--- src/rtl/acc_alu_pkg.sv ---
package acc_alu_pkg;
  localparam int SEL_W = 4;

  typedef enum logic [SEL_W-1:0] {
    FN_LOAD = 4'd0,
    FN_ADD  = 4'd1,
    FN_SUB  = 4'd2,
    FN_AND  = 4'd3,
    FN_OR   = 4'd4,
    FN_COM  = 4'd5,
    FN_INC  = 4'd6,
    FN_LSR  = 4'd7,
    FN_LSL  = 4'd8,
    FN_ASR  = 4'd9
  } fn_e;
endpackage

--- src/rtl/acc_alu_arith.sv ---
module acc_alu_arith #(
  parameter int WIDTH = 8
) (
  input  logic [WIDTH-1:0] a_i,
  input  logic [WIDTH-1:0] b_i,
  output logic [WIDTH-1:0] sum_o,
  output logic             sum_c_o,
  output logic [WIDTH-1:0] diff_o,
  output logic             borrow_o,
  output logic [WIDTH-1:0] inc_o
);
  localparam int EXT_W = WIDTH + 1;

  logic [EXT_W-1:0] sum_ext;
  logic [EXT_W-1:0] diff_ext;

  always_comb begin
    sum_ext  = {1'b0, a_i} + {1'b0, b_i};
    diff_ext = {1'b0, a_i} - {1'b0, b_i};
    sum_o    = sum_ext[WIDTH-1:0];
    sum_c_o  = sum_ext[WIDTH];
    diff_o   = diff_ext[WIDTH-1:0];
    borrow_o = diff_ext[WIDTH];
    inc_o    = a_i + {{(WIDTH-1){1'b0}}, 1'b1};
  end

  // The borrow bit of the extended difference must agree with an unsigned compare.
  always_comb begin
    a_r4_borrow_matches_compare: assert (borrow_o == (b_i > a_i))
      else $error("borrow disagrees with unsigned compare");
    // The add result must return the original accumulator once the data operand is taken off again.
    a_r3_sum_roundtrip: assert ((sum_o - b_i) == a_i)
      else $error("sum does not invert through subtraction");
  end
endmodule

--- src/rtl/acc_alu_logic.sv ---
module acc_alu_logic #(
  parameter int WIDTH = 8
) (
  input  logic [WIDTH-1:0] a_i,
  input  logic [WIDTH-1:0] b_i,
  output logic [WIDTH-1:0] and_o,
  output logic [WIDTH-1:0] or_o,
  output logic [WIDTH-1:0] com_o
);
  genvar gi;
  generate
    for (gi = 0; gi < WIDTH; gi++) begin : g_bit
      assign and_o[gi] = a_i[gi] & b_i[gi];
      assign or_o[gi]  = a_i[gi] | b_i[gi];
      assign com_o[gi] = ~a_i[gi];
    end
  endgenerate

  // The AND result is always contained in the OR result.
  always_comb begin
    a_r5_and_within_or: assert ((and_o & ~or_o) == '0)
      else $error("AND result has bits outside the OR result");
  end
endmodule

--- src/rtl/acc_alu_shift.sv ---
module acc_alu_shift #(
  parameter int WIDTH = 8
) (
  input  logic [WIDTH-1:0] a_i,
  output logic [WIDTH-1:0] lsr_o,
  output logic             lsr_c_o,
  output logic [WIDTH-1:0] lsl_o,
  output logic             lsl_c_o,
  output logic [WIDTH-1:0] asr_o,
  output logic             asr_c_o
);
  genvar gi;
  generate
    for (gi = 0; gi < WIDTH - 1; gi++) begin : g_move
      assign lsr_o[gi]     = a_i[gi+1];
      assign asr_o[gi]     = a_i[gi+1];
      assign lsl_o[gi+1]   = a_i[gi];
    end
  endgenerate

  assign lsr_o[WIDTH-1] = 1'b0;
  assign asr_o[WIDTH-1] = a_i[0];
  assign lsl_o[0]       = 1'b0;
  assign lsr_c_o        = a_i[0];
  assign asr_c_o        = a_i[0];
  assign lsl_c_o        = a_i[WIDTH-1];

  always_comb begin
    a_r8_lsr_matches_builtin: assert (lsr_o == (a_i >> 1))
      else $error("right shift disagrees with operator");
    a_r9_lsl_matches_builtin: assert (lsl_o == (a_i << 1))
      else $error("left shift disagrees with operator");
    a_r10_asr_is_lsr_plus_top: assert ((asr_o ^ lsr_o) == {a_i[0], {(WIDTH-1){1'b0}}})
      else $error("feed-back shift differs beyond its top bit");
  end
endmodule

--- src/rtl/acc_alu.sv ---
module acc_alu
  import acc_alu_pkg::*;
#(
  parameter int WIDTH = 8
) (
  input  logic [WIDTH-1:0] acc_in,
  input  logic [WIDTH-1:0] data_in,
  input  logic [3:0]       func_sel,
  output logic [WIDTH-1:0] result_out,
  output logic             carry_out,
  output logic             zero_out
);
  localparam int FN_COUNT = 10;

  logic [WIDTH-1:0] sum_w, diff_w, inc_w;
  logic             sum_c_w, borrow_w;
  logic [WIDTH-1:0] and_w, or_w, com_w;
  logic [WIDTH-1:0] lsr_w, lsl_w, asr_w;
  logic             lsr_c_w, lsl_c_w, asr_c_w;

  acc_alu_arith #(.WIDTH(WIDTH)) u_arith (
    .a_i      (acc_in),
    .b_i      (data_in),
    .sum_o    (sum_w),
    .sum_c_o  (sum_c_w),
    .diff_o   (diff_w),
    .borrow_o (borrow_w),
    .inc_o    (inc_w)
  );

  acc_alu_logic #(.WIDTH(WIDTH)) u_logic (
    .a_i   (acc_in),
    .b_i   (data_in),
    .and_o (and_w),
    .or_o  (or_w),
    .com_o (com_w)
  );

  acc_alu_shift #(.WIDTH(WIDTH)) u_shift (
    .a_i     (acc_in),
    .lsr_o   (lsr_w),
    .lsr_c_o (lsr_c_w),
    .lsl_o   (lsl_w),
    .lsl_c_o (lsl_c_w),
    .asr_o   (asr_w),
    .asr_c_o (asr_c_w)
  );

  always_comb begin
    result_out = '0;
    carry_out  = 1'b0;
    case (func_sel)
      FN_LOAD: result_out = data_in;
      FN_ADD:  begin result_out = sum_w;  carry_out = sum_c_w;  end
      FN_SUB:  begin result_out = diff_w; carry_out = borrow_w; end
      FN_AND:  result_out = and_w;
      FN_OR:   result_out = or_w;
      FN_COM:  begin result_out = com_w;  carry_out = 1'b1;     end
      FN_INC:  result_out = inc_w;
      FN_LSR:  begin result_out = lsr_w;  carry_out = lsr_c_w;  end
      FN_LSL:  begin result_out = lsl_w;  carry_out = lsl_c_w;  end
      FN_ASR:  begin result_out = asr_w;  carry_out = asr_c_w;  end
      default: begin result_out = '0;     carry_out = 1'b0;     end
    endcase
    zero_out = ~|result_out;
  end

  always_comb begin
    if (int'(func_sel) >= FN_COUNT) begin
      a_r11_unused_quiet: assert (result_out == '0 && !carry_out && zero_out)
        else $error("unused code produced non-quiet output");
    end
    if (func_sel == FN_COM) begin
      a_r6_com_sets_carry: assert (carry_out && ((result_out ^ acc_in) == '1))
        else $error("complement carry or value wrong");
    end
    if (func_sel == FN_INC) begin
      a_r7_inc_no_carry: assert (!carry_out && (result_out - acc_in) == {{(WIDTH-1){1'b0}}, 1'b1})
        else $error("increment value or carry wrong");
    end
  end
endmodule

--- config.mk ---
export PLATFORM = sky130hd
export DESIGN_NAME = acc_alu
export DESIGN_NICKNAME = d
export VERILOG_FILES = /design/src/rtl/acc_alu_pkg.sv /design/src/rtl/acc_alu_arith.sv /design/src/rtl/acc_alu_logic.sv /design/src/rtl/acc_alu_shift.sv /design/src/rtl/acc_alu.sv
export SDC_FILE = /design/constraint.sdc
export NUM_CORES = 1
export LEC_CHECK = 0
export BUFFER_PORTS_ARGS = -buffer_cell sky130_fd_sc_hd__buf_4
export CORE_UTILIZATION = 45
export DETAILED_ROUTE_END_ITERATION = 16
export PLACE_DENSITY = 0.68
export SYNTH_ARGS = -nofsm -noshare
export SYNTH_HDL_FRONTEND = slang
export SYNTH_HIERARCHICAL = 1
export SYNTH_SLANG_ARGS = --single-unit
--- constraint.sdc ---
create_clock -name vclk -period 4.1
set_input_delay 0.82 -clock vclk [all_inputs]
set_output_delay 0.82 -clock vclk [all_outputs]
set_load 0.005 [all_outputs]
# Yosys cells after proc, flatten, opt, wreduce, memory -nomap -nowiden

Index checks and enable logic that the tools add are counted.

Register bits after elaboration: 0

Reduce and logical (&&, ||, !) cells: 4
Muxes and demuxes: 2
Eq/ne operators: 9
Add/subtract/negate cells: 3
Bitwise logic cells: 24

Operators by type and width:

| operator                                                         | number |
|---|---|
| 8-bit case mux with 10 select lines                              | 1 |
| 4-bit by 3-bit == test with 1-bit output (second input constant) | 4 |
| 8-bit by 8-bit adder with 9-bit output                           | 1 |
| 8-bit by 8-bit subtractor with 9-bit output                      | 1 |
| 8-bit by 1-bit adder with 8-bit output (second input constant)   | 1 |
| 1-bit bitwise AND                                                | 8 |
| 4-bit by 2-bit == test with 1-bit output (second input constant) | 2 |
| 4-bit == test (second input constant)                            | 2 |
| 1-bit NOT                                                        | 8 |
| 1-bit OR                                                         | 8 |
| 8-bit OR reduction                                               | 1 |
| 1-bit case mux with 5 select lines                               | 1 |
| 4-bit by 1-bit == test with 1-bit output (second input constant) | 1 |
| 4-bit zero test                                                  | 1 |
| 2-bit OR reduction                                               | 1 |
| 1-bit zero test                                                  | 1 |

# Longest topological paths before layout

Gate-level depths: netlist of run 1.

Depth in word-level cells: 4
Depth in mapped cells: 12
Depth with buffers taken out: 12

# By module

The synthesis of run 1 kept the hierarchy.

By module, submodules not included:

| module        | seq. area each (sq um) | instances | area an instance (sq um) | cells an instance |
|---|---|---|---|---|
| acc_alu       | 0.0                    | 1         | 904.6                    | 112 |
| acc_alu_arith | 0.0                    | 1         | 890.9                    | 121 |
| acc_alu_shift | 0.0                    | 1         | 206.4                    | 28 |
| acc_alu_logic | 0.0                    | 1         | 140.1                    | 24 |

# Worst setup path after synthesis of run 1

Ideal clock, no wire load.

Kind: input port to output port
Start point: in acc_in[0]
End point: out zero_out
Path buffers: 0
Slack: 249 ps
Stages: 11
Arrival time: 3031 ps
Cell sequence: ha_1 fa_1 nor2b_1 nor3_1 o21ai_1 xnor2_1 mux2i_1 o22ai_1 or4_1 nor3_2 and3b_1

Cells in the longest elaborated chain, start to end: 4
Elaborated cells between the ends (all ways): 9
Those cells by class: 3 x add/sub; 1 x mux; 3 x bitwise; 2 x reduce/logical

Ends and longest elaborated chain:

| what                                   | line                | text |
|---|---|---|
| from (decl)                            | acc_alu.sv:6        | `input logic [WIDTH-1:0] acc_in,` |
| 8-bit by 8-bit adder with 9-bit output | acc_alu_arith.sv:18 | `sum_ext = {1'b0, a_i} + {1'b0, b_i};` |
| via sum_w[6]                           | acc_alu.sv:15       | `logic [WIDTH-1:0] sum_w, diff_w, inc_w;` |
| 8-bit case mux with 10 select lines    | acc_alu.sv:52       | `case (func_sel)` |
| via result_out[6]                      | acc_alu.sv:9        | `output logic [WIDTH-1:0] result_out,` |
| 8-bit OR reduction                     | acc_alu.sv:65       | `zero_out = ~\|result_out;` |
| 1-bit zero test                        | acc_alu.sv:65       |  |
| to (decl)                              | acc_alu.sv:11       | `output logic zero_out` |

The timed path passes the listed nets, and every way through them passes these cells.

# Worst setup path after layout of run 1

Start point: in data_in[0]
End point: out zero_out

Cells in the longest elaborated chain, start to end: 4
Elaborated cells between the ends (all ways): 7
Those cells by class: 2 x add/sub; 1 x mux; 2 x bitwise; 2 x reduce/logical

Ends and longest elaborated chain:

| what                                        | line                | text |
|---|---|---|
| from (decl)                                 | acc_alu.sv:7        | `input logic [WIDTH-1:0] data_in,` |
| 8-bit by 8-bit subtractor with 9-bit output | acc_alu_arith.sv:19 | `diff_ext = {1'b0, a_i} - {1'b0, b_i};` |
| via diff_w[6]                               | acc_alu.sv:15       |  |
| 8-bit case mux with 10 select lines         | acc_alu.sv:52       |  |
| 8-bit OR reduction                          | acc_alu.sv:65       |  |
| 1-bit zero test                             | acc_alu.sv:65       |  |

The timed path passes the listed nets, and every way through them passes these cells.

==> metrics.yaml, run 1 <==
critical_path.top_delay_family: "simple AND/OR/NAND/NOR gates"
cp_slowest_cell: "or4_4"
fp.dieArea_um2: 5040
nClkBuffers: 0
dieHeight_um: 71.0
grt.total_usage: 0.207
syn_to_final_growth_pct: 21.7
dr.pass1.iters: 10
seq_cells: 0
hold_end: "carry_out"
die_x_um: 71.0
syn_area_um2: 2140
routabilityCongestion: 0.865
final_area_um2: 2610
comb_power_share: 1.000
min_period_ps: 4100
avgSynthCellArea_um2: 7.52
core-area_um2: 4470
p_leak_nw: 1.20
overflow: 0
grt_max_degree: 31
crit_arrival_ps: 3280
cp_max_fo: 3
detailed_place_hpwl_um: 3960
min_path_type: "input port to output port"
power_switching_w: 0.000167
port_buffers: 30
worstPathBufferInverterCount: 3
vias: 1997
start_kind: "input port"
viasPerCell: 5.52
syn_inst: 285
finalSetupViolations: 0
rows: 24
failed_checks: "DRC"
hold_viol_final: 0
drt-initial-drc-count: 158
crit_top_cell: "buf_4"
outcome: "finished with violations"
wl_per_cell_um: 14.9
worst_ep_required_time_ps: 3280
period_share: 0.999
pwr-share-seq: 0
final_antenna_net_count: 0
p_int_w: 0.000185
grt_first_pass_wirelength_um: 8660
worstSetupEndpointType: "output port"
io_pins: 30
place_ws_ps: -195
worst-setup-path-type: "input port to output port"
cts_hold_buf: 0
layout-drive-gt1-share: 0.387
hp-start: "func_sel[3]"
routed_wl_um: 5400
seqCellArea_um2: 0
drv_cap: 0
fin_nets: 351
cp_cell_sequence: "buf_4 -> ha_4 -> fa_2 -> nor2b_4 -> nor3_2 -> o31ai_1 -> buf_4 -> xnor2_2 -> nand3b_1 -> a211oi_2 -> or4_4 -> nor3_2 -> and3b_1 -> buf_4"
grt_pass1_vias: 1830
drcViolationCount: 4
hold_depth: 5
place_area_um2: 2330
p_per_area_nw_per_um2: 135
fillers: 412
synth_warnings: 6
clkPwrFrac: 0
max_stage_delay_ps: 510
swShare: 0.475
slew_violations: 0
synth-seq-area-share: 0
synthDistinctLibCells: 58
initial_core_util: 0.479
n_antenna_cell: 0
antenna_found_initial: 0
finalWorstSetupSlack_ps: 2.96
fmax_mhz: 244
hold_ws_ps: 2150
ir_worst_vdd_uv: 61.4
-- power by group through the flow --
stage | logic, W | clock network, W | registers, W
after floorplan | 0.000212 | 0 | 0
final | 0.000352 | 0 | 0
after global placement | 0.000295 | 0 | 0
after global routing | 0.000384 | 0 | 0
after detailed placement | 0.000299 | 0 | 0
after CTS | 0.000313 | 0 | 0
-- per-layer routing --
metal / routed length [um] / GRT usage / up-vias
li1: - / - / 1026
met1: 2620 / 0.295 / 942
met2: 2660 / 0.370 / 27
met3: 83 / 0 / 2
met4: 27 / 0.0111 / 0
met5: 0 / 0 / -
-- how the worst max path moves through the flow --
stage	startpoint	end	slack (ps)	cells past startpoint
after CTS	acc_in[0]	zero_out	0.9	15
after floorplan	acc_in[0]	zero_out	250	11
after detailed placement	acc_in[0]	zero_out	-190	13
after global routing	data_in[0]	zero_out	-50	14
after global placement	acc_in[0]	zero_out	-160	13
final	data_in[0]	zero_out	3	14
-- synthesized netlist by cell type, types with 2 or more instances --
| cell type | number | area [um2] |
|---|---|---|
| inv_1 | 25 | 93.8 |
| o21ai_1 | 4 | 20.0 |
| nand4_1 | 2 | 12.5 |
| nor2b_1 | 4 | 25.0 |
| nor2_1 | 12 | 45.0 |
| nor3_1 | 6 | 30.0 |
| nand3b_1 | 11 | 82.6 |
| or4b_2 | 2 | 20.0 |
| buf_4 | 31 | 233 |
| nand2_1 | 13 | 48.8 |
| nor4_1 | 2 | 12.5 |
| mux2i_1 | 31 | 310 |
| o22ai_1 | 8 | 50.1 |
| and3_1 | 2 | 12.5 |
| xnor2_1 | 11 | 96.3 |
| xor2_1 | 2 | 17.5 |
| buf_2 | 7 | 35.0 |
| or3_1 | 4 | 25.0 |
| o32ai_1 | 2 | 17.5 |
| or3b_2 | 2 | 17.5 |
| buf_6 | 5 | 56.3 |
| a21oi_1 | 11 | 55.1 |
| mux4_2 | 2 | 45.0 |
| o221ai_1 | 2 | 17.5 |
| fa_1 | 2 | 40.0 |
| or2_1 | 9 | 56.3 |
| o21ai_0 | 2 | 10.0 |
| inv_2 | 2 | 7.51 |
| or4_1 | 3 | 22.5 |
| nand2b_1 | 7 | 43.8 |
| ha_1 | 17 | 213 |
| nand3_1 | 5 | 25.0 |
| o21a_1 | 2 | 15.0 |
| a21o_1 | 2 | 15.0 |
| and2_2 | 8 | 60.1 |
| a211oi_1 | 3 | 22.5 |
-- final cells by class --
class | instances | area, um2 | area share
repair buffers | 68 | 526 | 0.202
well taps | 52 | 65.1 | 0.0250
inverters | 27 | 101 | 0.0389
multi-input cells | 215 | 1910 | 0.735
-- cells by family after synthesis --
| kind of cell | share of synthesized area |
|---|---|
| other cells | 0.00175 |
| compound gates | 0.163 |
| xor+xnor | 0.0532 |
| fa+ha+maj | 0.118 |
| simple gates | 0.278 |
| mux | 0.178 |
| buf+inv | 0.208 |
-- cell usage in the layout, fill, tap and decap left out, drive strengths merged, types with 3 or more instances in the layout --
| cell type | instances |
|---|---|
| nor2 | 12 |
| xnor2 | 11 |
| o22ai | 8 |
| or3 | 4 |
| a211oi | 4 |
| or4 | 4 |
| or3b | 3 |
| nand3b | 11 |
| buf | 68 |
| or2 | 9 |
| nand2 | 13 |
| inv | 27 |
| and2 | 8 |
| nor2b | 4 |
| ha | 17 |
| nand3 | 5 |
| nand2b | 8 |
| o21ai | 7 |
| nor3 | 7 |
| a21oi | 12 |
| mux2i | 31 |
| mux4 | 3 |
-- worst min-delay path: cells and delay by family --
family / cells / cell delay, ps
AO/OA/AOI/OAI: 1 / 70
buffers and inverters: 2 / 280
AND/OR/NAND/NOR: 2 / 160
-- what timing repair did --
item                                    CTS  global route
pin swaps                                 8            17
endpoints found under the setup margin    2             1
resized for setup                        12            32
buffers inserted                          3             3
-- stage by stage --
| step | std cells | utilization | power (W) | setup TNS, ps |
|---|---|---|---|---|
| global placement | 356 | 0.521 | 0.000295 | -164 |
| finish | 362 | 0.582 | 0.000352 | 0 |
| detailed placement | 356 | 0.521 | 0.000299 | -224 |
| CTS | 359 | 0.537 | 0.000313 | 0 |
| global route | 362 | 0.582 | 0.000384 | -53.5 |
| floorplan | 286 | - | 0.000212 | 0 |
No activity file was read; power rests on OpenSTA's default activity.
==> run 2, diff against run 1 <==
--- a/config.mk
+++ b/config.mk
@@ -6,6 +6,7 @@
 export NUM_CORES = 1
 export LEC_CHECK = 0
 export BUFFER_PORTS_ARGS = -buffer_cell sky130_fd_sc_hd__buf_4
+export CORE_MARGIN = 2
 export CORE_UTILIZATION = 45
 export DETAILED_ROUTE_END_ITERATION = 16
 export PLACE_DENSITY = 0.68
==> run 2 against run 1 <==
  * The flow finishes with violations (setup timing)
  * Final cell count is 3.3% higher
  * Sequential share of layout area stayed put
  * Design area is 4.2% higher
  * Hold slack worse by 9.8 ps
  * Non-clock buffer count is 10 higher
  * Critical path depth is 2 lower
  * Global-route usage is 1.9 points lower
  * Largest cell class unchanged
==> metrics.yaml, run 2 (synthesized netlist as in run 1, its figures left out) <==
outcome: "finished with violations"
failed_checks: "setup timing"
n_antenna_cell: 0  # unchanged
grt_max_degree: 31  # unchanged
dp.cells: 362  # +1.7%
worstSetupEndpointType: "output port"
p_leak_nw: 1.25  # +4.6%
initial_core_util: 0.460  # -0.0191
grt.total_usage: 0.189  # -0.0187
final_area_um2: 2720  # +4.2%
place_area_um2: 2360  # +1.4%
layout_commonest_cell: "buf_4"
fin_total_pwr_w: 0.000366  # +4.0%
grt_setup_unrepaired: "true"
routed_wl_um: 5500  # +1.9%
final_antenna_net_count: 0  # unchanged
crit_arrival_ps: 3280  # about the same
grt_pass1_vias: 1829  # -0.055%
grt.busiest_layer: "met2"
die_x_um: 73.0  # +2.8%
fp.dieArea_um2: 5330  # +5.7%
min_path_type: "input port to output port"
syn_to_final_growth_pct: 26.8
io_pins: 30  # unchanged
max_stage_delay_ps: 410  # -100 ps
overflow: 0  # unchanged
fin_cells: 374  # +3.3%
vias: 2085  # +4.4%
use_met3: 0  # unchanged
cp_max_fo: 5  # +2
final_cell_mix: "buf_4, mux2i_1, inv_1"
start_kind: "input port"
antenna_found_initial: 0  # unchanged
hold_viol_final: 0  # unchanged
detailed_place_hpwl_um: 3940  # -0.63%
grt_use_met2: 0.336  # -0.0333
cp_slowest_cell: "or3_4"
ir_worst_vdd_uv: 64.7  # +5.4%
wl_per_cell_um: 14.7  # -1.4%
dieHeight_um: 73.0  # +2.8%
seqCellArea_um2: 0  # unchanged
finalWorstSetupSlack_ps: -2.14  # -5.11 ps
drt-initial-drc-count: 133  # -16%
layout-drive-gt1-share: 0.403  # +0.0160
port_buffers: 30  # unchanged
dr.pass1.iters: 4  # -6
grt_first_pass_wirelength_um: 8260  # -4.6%
drcViolationCount: 0  # -4
fin_nets: 361  # +2.8%
viasPerCell: 5.57  # +1.1%
seq_cells: 0  # unchanged
crit_top_cell: "mux2i_1"
use_met1: 0.258  # -0.0369
period_share: 1.00  # +0.00125
p_per_area_nw_per_um2: 135  # -0.16%
cp_cell_sequence: "buf_8 -> ha_4 -> nand2b_4 -> a211oi_4 -> mux2i_1 -> a2111o_1 -> mux2i_1 -> o32ai_2 -> or3_4 -> nor4_2 -> and3b_1 -> buf_4"
drv_cap: 0  # unchanged
nClkBuffers: 0  # unchanged
slew_violations: 0  # unchanged
routabilityCongestion: 0.822  # -5.0%
cts_hold_buf: 0  # unchanged
rows: 25  # +4.2%
worst_ep_required_time_ps: 3280  # about the same
worst-setup-path-type: "input port to output port"
fmax_mhz: 244  # -0.12%
core-area_um2: 4660  # +4.2%
min_period_ps: 4100  # +5.11 ps
finalSetupViolations: 1  # +1
run 2: cell count changes in the layout (fill, tap and decap cells not counted), sizes merged:
cell  change
buf      +10
run 2: where the power goes:
part           total (W)  leakage [nW]  internal, W  switching, W
Clock                  0             0            0             0
Sequential             0             0            0             0
Combinational   0.000366          1.25     0.000195      0.000171
run 2: repair_timing:
item,CTS,global route
buffers inserted,6,6
pin swaps,8,16
hold endpoints to repair,0,0
setup endpoints to repair,1,2
gates resized for setup,13,41
run 2: through the flow:
stage	utilization	setup WS [ps]	setup TNS, ps	hold slack (ps)
2_1_floorplan	-	249	0	1870
3_3_place_gp	0.507	-124	-124	2140
3_5_place_dp	0.507	-149	-149	2140
4_1_cts	0.530	17.7	0	2140
5_1_grt	0.583	-154	-186	2190
6_report	0.583	-2.14	-2.14	2140
run 2: layout make-up:
type / instances / area (um2)
Fill cell: 417 / 1950
Multi-Input combinational cell: 215 / 1900
Timing Repair Buffer: 78 / 639
Inverter: 27 / 111
Tap cell: 54 / 67.6
run 2: worst paths after layout:
kind	from	end	slack (ps)	cells after the start
setup / recovery	acc_in[1]	zero_out	-2	12
hold / removal	func_sel[3]	carry_out	2140	5
run 2: layer usage:
| layer | share of wire | up-vias |
|---|---|---|
| li1 | - | 1056 |
| met1 | 0.46 | 988 |
| met2 | 0.50 | 37 |
| met3 | 0.029 | 4 |
| met4 | 0.011 | 0 |
| met5 | 0 | - |
run 2: critical path, delay by kind of cell:
family	cells	cell delay (ps)
simple gates	4	930
compound gates	3	750
fa+ha+maj	1	280
mux	2	280
buf+inv	2	220
